===== src/rtl/regport_pkg.sv =====
// Shared constants and types for the strobed register port.
// Assumes an 8-bit host word: strobe, select marker, 6-bit field.
package regport_pkg;
    localparam int PORT_W    = 8;
    localparam int STB_BIT   = 7;
    localparam int SEL_BIT   = 6;
    localparam int FIELD_W   = 6;

    // One captured host word after the strobe edge.
    typedef struct packed {
        logic                is_sel;
        logic [FIELD_W-1:0]  field;
    } host_word_t;
endpackage


===== src/rtl/regport_strobe_sync.sv =====
// Brings the host port into the local clock domain and emits a one-cycle
// pulse with the captured word on each rising edge of the strobe bit.
// Assumes the host holds the word steady before raising the strobe.
module regport_strobe_sync
    import regport_pkg::*;
#(
    parameter int SYNC_STAGES = 2
) (
    input  logic              clk,
    input  logic              rst_n,
    input  logic [PORT_W-1:0] port_in,
    output logic              word_valid,
    output host_word_t        word_out
);
    logic [SYNC_STAGES-1:0][PORT_W-1:0] chain_q;
    logic                               stb_prev_q;
    logic [PORT_W-1:0]                  synced;

    assign synced = chain_q[SYNC_STAGES-1];

    // Synchronizer chain across all port bits.
    always_ff @(posedge clk) begin
        if (!rst_n) begin
            chain_q <= '0;
        end else begin
            chain_q[0] <= port_in;
            for (int i = 1; i < SYNC_STAGES; i++) begin
                chain_q[i] <= chain_q[i-1];
            end
        end
    end

    // Previous synchronized strobe for edge detection.
    always_ff @(posedge clk) begin
        if (!rst_n) stb_prev_q <= 1'b0;
        else        stb_prev_q <= synced[STB_BIT];
    end

    assign word_valid     = synced[STB_BIT] & ~stb_prev_q;
    assign word_out.is_sel = synced[SEL_BIT];
    assign word_out.field  = synced[FIELD_W-1:0];

    AST_ONE_PULSE_PER_EDGE: assert property (@(posedge clk) disable iff (!rst_n)
        word_valid |=> !word_valid);
endmodule


===== src/rtl/regport_framer.sv =====
// Pairs select words with data words. A select arms one write; a data
// word with no armed select is dropped. The last select also sets the
// read address, which persists until the next select.
module regport_framer
    import regport_pkg::*;
(
    input  logic               clk,
    input  logic               rst_n,
    input  logic               word_valid,
    input  host_word_t         word_in,
    output logic               wr_en,
    output logic [FIELD_W-1:0] wr_addr,
    output logic [FIELD_W-1:0] wr_data,
    output logic [FIELD_W-1:0] rd_addr
);
    logic               armed_q;
    logic [FIELD_W-1:0] addr_q;

    // Track the selected register and whether a write is armed.
    always_ff @(posedge clk) begin
        if (!rst_n) begin
            armed_q <= 1'b0;
            addr_q  <= '0;
        end else if (word_valid && word_in.is_sel) begin
            armed_q <= 1'b1;
            addr_q  <= word_in.field;
        end else if (wr_en) begin
            armed_q <= 1'b0;
        end
    end

    assign wr_en   = word_valid && !word_in.is_sel && armed_q;
    assign wr_addr = addr_q;
    assign wr_data = word_in.field;
    assign rd_addr = addr_q;

    AST_WRITE_DISARMS: assert property (@(posedge clk) disable iff (!rst_n)
        wr_en |=> !wr_en);
    AST_ADDR_ONLY_ON_SELECT: assert property (@(posedge clk) disable iff (!rst_n)
        !word_valid |=> $stable(rd_addr));
endmodule


===== src/rtl/regport_bank.sv =====
// Bank of 6-bit registers with a read-only identity register and a
// global unmute bit. Drives the read-back byte for the selected address
// and exposes the routing staging registers and a commit strobe.
module regport_bank
    import regport_pkg::*;
#(
    parameter int                 ADDR_W      = FIELD_W,
    parameter int                 REG_W       = FIELD_W,
    parameter logic [ADDR_W-1:0]  ID_ADDR     = 6'h20,
    parameter logic [ADDR_W-1:0]  UNMUTE_ADDR = 6'h07,
    parameter logic [6:0]         ID_CODE     = 7'h55
) (
    input  logic              clk,
    input  logic              rst_n,
    input  logic              wr_en,
    input  logic [ADDR_W-1:0] wr_addr,
    input  logic [REG_W-1:0]  wr_data,
    input  logic [ADDR_W-1:0] rd_addr,
    input  logic              cfg_done,
    input  logic              irq_in,
    output logic [7:0]        rd_data,
    output logic              unmute,
    output logic [REG_W-1:0]  stage_dst_hi,
    output logic [REG_W-1:0]  stage_dst_lo,
    output logic [REG_W-1:0]  stage_src_hi,
    output logic              commit,
    output logic [REG_W-1:0]  commit_src_lo
);
    localparam int DEPTH = 1 << ADDR_W;
    localparam logic [ADDR_W-1:0] COMMIT_ADDR = ADDR_W'(3);

    logic [DEPTH-1:0][REG_W-1:0] bank_q;

    // Register storage; the identity slot is never written.
    always_ff @(posedge clk) begin
        if (!rst_n) begin
            bank_q <= '0;
        end else if (wr_en && wr_addr != ID_ADDR) begin
            bank_q[wr_addr] <= wr_data;
        end
    end

    // Read-back byte for the selected address.
    always_comb begin
        if (rd_addr == ID_ADDR) begin
            rd_data = {irq_in, cfg_done ? ID_CODE : 7'h00};
        end else begin
            rd_data = {{(8-REG_W){1'b0}}, bank_q[rd_addr]};
        end
    end

    assign unmute        = bank_q[UNMUTE_ADDR][0];
    assign stage_dst_hi  = bank_q[0];
    assign stage_dst_lo  = bank_q[1];
    assign stage_src_hi  = bank_q[2];
    assign commit        = wr_en && (wr_addr == COMMIT_ADDR);
    assign commit_src_lo = wr_data;

    AST_BANK_HOLD: assert property (@(posedge clk) disable iff (!rst_n)
        !wr_en |=> $stable(bank_q));
    AST_UNMUTE_HOLD: assert property (@(posedge clk) disable iff (!rst_n)
        !(wr_en && wr_addr == UNMUTE_ADDR) |=> $stable(unmute));
    AST_ID_READONLY: assert property (@(posedge clk) disable iff (!rst_n)
        (wr_en && wr_addr == ID_ADDR) |=> $stable(bank_q));
endmodule


===== src/rtl/regport_route_table.sv =====
// Routing table of GROUPS x SLOTS entries, each holding a 2*REG_W source.
// An entry is written only when the committed destination matches it
// exactly; destinations outside the table match nothing.
module regport_route_table #(
    parameter int REG_W  = 6,
    parameter int GROUPS = 4,
    parameter int SLOTS  = 8,
    parameter int GRP_W  = $clog2(GROUPS),
    parameter int SLOT_W = $clog2(SLOTS)
) (
    input  logic               clk,
    input  logic               rst_n,
    input  logic               commit,
    input  logic [REG_W-1:0]   dst_hi,
    input  logic [REG_W-1:0]   dst_lo,
    input  logic [REG_W-1:0]   src_hi,
    input  logic [REG_W-1:0]   src_lo,
    input  logic [GRP_W-1:0]   look_grp,
    input  logic [SLOT_W-1:0]  look_slot,
    output logic [2*REG_W-1:0] look_src
);
    localparam int ENTRIES = GROUPS * SLOTS;
    localparam int SRC_W   = 2 * REG_W;

    logic [ENTRIES-1:0][SRC_W-1:0] table_q;

    for (genvar g = 0; g < GROUPS; g++) begin : g_grp
        for (genvar s = 0; s < SLOTS; s++) begin : g_slot
            localparam logic [REG_W-1:0] G_C = REG_W'(g);
            localparam logic [REG_W-1:0] S_C = REG_W'(s);
            logic hit;
            assign hit = commit && (dst_hi == G_C) && (dst_lo == S_C);
            // Capture the source when this entry's destination commits.
            always_ff @(posedge clk) begin
                if (!rst_n)   table_q[g*SLOTS+s] <= '0;
                else if (hit) table_q[g*SLOTS+s] <= {src_hi, src_lo};
            end
        end
    end

    // Lookup mux for the requested group and slot.
    always_comb begin
        look_src = '0;
        for (int g = 0; g < GROUPS; g++) begin
            for (int s = 0; s < SLOTS; s++) begin
                if (look_grp == GRP_W'(g) && look_slot == SLOT_W'(s)) begin
                    look_src = table_q[g*SLOTS+s];
                end
            end
        end
    end

    AST_TABLE_HOLD: assert property (@(posedge clk) disable iff (!rst_n)
        !commit |=> $stable(table_q));
endmodule


===== src/rtl/strobe_regport.sv =====
// Top of the strobed register port: synchronizer and edge detect, word
// framer, register bank and routing table.
// Assumes a host that sets each word up with the strobe low before raising it.
module strobe_regport
    import regport_pkg::*;
#(
    parameter int GROUPS = 4,
    parameter int SLOTS  = 8,
    parameter int GRP_W  = $clog2(GROUPS),
    parameter int SLOT_W = $clog2(SLOTS)
) (
    input  logic                 clk,
    input  logic                 rst_n,
    input  logic [PORT_W-1:0]    host_port,
    input  logic                 cfg_done,
    input  logic                 irq_in,
    input  logic [GRP_W-1:0]     route_grp,
    input  logic [SLOT_W-1:0]    route_slot,
    output logic [7:0]           rd_data,
    output logic                 unmute,
    output logic [2*FIELD_W-1:0] route_src
);
    host_word_t         word;
    logic               word_valid;
    logic               wr_en;
    logic [FIELD_W-1:0] wr_addr, wr_data, rd_addr;
    logic [FIELD_W-1:0] dst_hi, dst_lo, src_hi, src_lo;
    logic               commit;

    regport_strobe_sync #(.SYNC_STAGES(2)) u_sync (
        .clk(clk), .rst_n(rst_n), .port_in(host_port),
        .word_valid(word_valid), .word_out(word)
    );

    regport_framer u_framer (
        .clk(clk), .rst_n(rst_n), .word_valid(word_valid), .word_in(word),
        .wr_en(wr_en), .wr_addr(wr_addr), .wr_data(wr_data), .rd_addr(rd_addr)
    );

    regport_bank u_bank (
        .clk(clk), .rst_n(rst_n), .wr_en(wr_en), .wr_addr(wr_addr),
        .wr_data(wr_data), .rd_addr(rd_addr), .cfg_done(cfg_done),
        .irq_in(irq_in), .rd_data(rd_data), .unmute(unmute),
        .stage_dst_hi(dst_hi), .stage_dst_lo(dst_lo), .stage_src_hi(src_hi),
        .commit(commit), .commit_src_lo(src_lo)
    );

    regport_route_table #(
        .REG_W(FIELD_W), .GROUPS(GROUPS), .SLOTS(SLOTS),
        .GRP_W(GRP_W), .SLOT_W(SLOT_W)
    ) u_route (
        .clk(clk), .rst_n(rst_n), .commit(commit),
        .dst_hi(dst_hi), .dst_lo(dst_lo), .src_hi(src_hi), .src_lo(src_lo),
        .look_grp(route_grp), .look_slot(route_slot), .look_src(route_src)
    );
endmodule


===== config.mk =====
export PLATFORM = sky130hd
export DESIGN_NAME = strobe_regport
export DESIGN_NICKNAME = d
export VERILOG_FILES = /design/src/rtl/regport_pkg.sv /design/src/rtl/regport_strobe_sync.sv /design/src/rtl/regport_framer.sv /design/src/rtl/regport_bank.sv /design/src/rtl/regport_route_table.sv /design/src/rtl/strobe_regport.sv
export SDC_FILE = /design/constraint.sdc
export NUM_CORES = 2
export LEC_CHECK = 0
export BUFFER_PORTS_ARGS = -buffer_cell sky130_fd_sc_hd__buf_2
export CAP_MARGIN = 15
export CORE_ASPECT_RATIO = 1.25
export CORE_MARGIN = 2
export CORE_UTILIZATION = 30
export CTS_BUF_LIST = sky130_fd_sc_hd__clkbuf_8 sky130_fd_sc_hd__clkbuf_16
export DETAILED_ROUTE_END_ITERATION = 8
export PLACE_DENSITY_LB_ADDON = 0.1
export SLEW_MARGIN = 40
export SYNTH_ARGS = -nofsm -noshare
export SYNTH_HDL_FRONTEND = slang
export SYNTH_SLANG_ARGS = --single-unit

===== constraint.sdc =====
create_clock -name clk -period 5.3 [get_ports clk]
set_input_delay 1.06 -clock clk [delete_from_list [all_inputs] [get_ports clk]]
set_output_delay 1.06 -clock clk [all_outputs]
set_load 0.02 [all_outputs]

==> impl_metrics.toml <==
[floorplanning]
die_w_um = 319
rows = 144
core_um2 = 123000
ios = 38
fp.dieH_um = 398
die_area_um2 = 127000
initial_core_util_pct = 30.2

[route]
drt-initial-drc-count = 2877
drc = 0
wl_um = 162000
ant_nets = 0
num_vias = 33651
routed_via_density = 5.41
wl_per_cell_um = 26.0
firstDrtPassIters = 6

[timing]
worst_hold_slack_ps = 431
setup-violations-final = 0
hold_viol = 0
relSlewSlack_pct = 40.8
fin_crit_sh_pct = 96.5
rsz0062_at_grt = "no"
timing.setup.tns_ps = 0
fmax_mhz = 196
worst-slew-pin-transition_ps = 885
fin_crit_ps = 5110
clock_skew_ps = 32.1
final_max_slew_viol_count = 0

[global_route]
grt_max_degree = 130
grt_pass1_wl_um = 237000
antenna_found_initial = 0
grt_pass1_vias = 32503
grt_overflow = 0
grtUsageTotal_pct = 25.0

[cells_and_area]
fillers = 12941
fin_area_um2 = 42300
fin_nets = 4571
syn2layout_area_growth_pct = 13.5
drive_gt1_share_pct = 10.4
final_util_pct = 34.3
diodes = 0

[clock_tree]
clkSlewWorstSetupHoldPaths_ps = 60
clock-sinks = 789
max-clock-path-buffers = 3
post_cts_buffers = 0
cts_max_level = 3
cts_tree = "yes"
clock-root-buffer = "clkbuf_16"
postCtsHoldBufs = 0
clock_latency_ps = 720
cts_resized = 0
numCtsBuffers = 91

[logic_synthesis]
synthTopCellsByCount = "1388 x nand2_1, 789 x dfxtp_1, 435 x a21boi_0"
synth_top_cell_by_area = "dfxtp_1"
synth_top_area_share_pct = 42.3
synth.area.top_cells = "dfxtp_1 42%, nand2_1 14%, a21boi_0 8.8%"
syn_nets = 4722
synth-seq-area-share_pct = 42.3
ys_ff_latch = 789
synth.most_common_cell = "nand2_1"
syn_inst = 4705
synth_edf_count = 0
yosys_warnings = 0
ys_async_sr_fraction_pct = 0
synth_area_per_cell_um2 = 7.93
ys_types = 65
synth_ff_type = "dfxtp_1"
synthesis.area_um2 = 37300

[worst_setup_path]
cp_data_arrival_time_ps = 4050
cp_max_fo = 35
r2r_slack_ps = 1640
cp-end-kind = "primary output"
required_ps = 4240
start_kind = "flop"
path_class = "reg2out"

[place]
globalplace.congestion = 0.967
portBuffers = 37
place_area_um2 = 39400
dpl.hpwl_um = 109000

[power]
total_power_uw = 12900
power.density_nw_per_um2 = 305
peakVddDrop_v = 0.000227
leakagePower_uw = 0.0134

[flow_run]
max_cap_violations = 0

[outcome]
status = "completed"

[hold_path]
hold_class = "reg2reg"
## where the power goes
part	total (µW)	internal (µW)	switching (µW)	leakage, µW
Clock	6330	3590	2740	0.00151
Combinational	610	207	403	0.00552
Sequential	5960	5930	25.0	0.00636
## final cells by class
type                       count  area, µm²  share of cell area, %
inverter                      11       41.3                 0.0975
sequential                   789      15800                   37.4
tap                         1606       2010                   4.75
clock inverter                46        343                  0.810
multi-input combinational   3456      19800                   46.7
clock buffer                 111       2590                   6.11
timing repair buffer         205       1770                   4.18
## state kept, by name (all words and copies together), names as in the netlist
| signal | flops |
|---|---|
| u_route.table_q | 384 |
| u_bank.bank_q | 362 |
| u_framer.armed_q | 1 |
| u_bank.stage_dst_lo | 6 |
| u_bank.stage_dst_hi | 6 |
| u_sync.synced | 8 |
| u_sync.stb_prev_q | 1 |
| u_framer.rd_addr | 6 |
| u_sync.chain_q | 8 |
| u_bank.stage_src_hi | 6 |
| u_bank.unmute | 1 |
## stage by stage
step                      setup WS, ps  cells
final                              186   6224
after global routing               133   6224
after CTS                          135   6224
after detailed placement           466   6067
after global placement             525   6060
after floorplan                   1370   4705
## cells by family after synthesis
family          Yosys count  synth area share (%)
mux                     153                  5.29
compound gates         1258                  24.2
flops                   789                  42.3
buf+inv                 460                  5.14
simple gates           2045                  23.1
## routing by layer
metal	track usage [%]	wire [µm]	up-vias
li1	-	-	15883
met1	31.3	69100	16655
met2	44.2	80900	890
met3	2.51	6240	223
met4	9.22	5580	0
met5	0	0	-
## path summary, 6_finish.rpt
kind / startpoint / to / cells past startpoint
worst max register to register: u_framer.rd_addr[0] / u_route.table_q[287] / 8
worst max-delay path: u_framer.rd_addr[1] / rd_data[5] / 7
worst min register to register: u_sync.chain_q[0] / u_sync.synced[0] / 1
worst min-delay path: u_sync.chain_q[0] / u_sync.synced[0] / 1
## cell usage in the layout (no fill, tap or decap), types with 9 or more instances in the layout
master     synthesis  layout
buf_4              9     147
a21oi_1          114     114
buf_12             0      23
nor3_1            21      18
a22oi_1           41      41
o22ai_1           38      38
nand2_1         1388    1388
mux2_2            33      33
o221ai_1          21      21
dfxtp_4            0       9
nand3_1          363     363
clkbuf_8           0      17
clkinv_2           0      13
a21boi_1         324     324
a221oi_1          59      59
a31oi_1           18      18
nor2_1           135     110
a211oi_1          24      24
dfxtp_1          789     774
nand2b_1          17      17
nor2_2             0      18
clkbuf_16          0      94
mux2i_1           88      88
inv_1              8      27
buf_2            126      33
nor2b_1           42      37
o211ai_1           9       9
o21ai_0           99      99
and2_1            28      27
a21boi_0         435     435
mux4_2            32      32
## critical path: stages, from the launching register on
cell	delay, ps
dfxtp_4	780
nor2b_2	310
buf_4	280
a222oi_1	340
o21ai_0	280
a2111oi_0	800
a31oi_1	270
buf_2	220
Note: power is estimated with default switching activity, not from simulation.
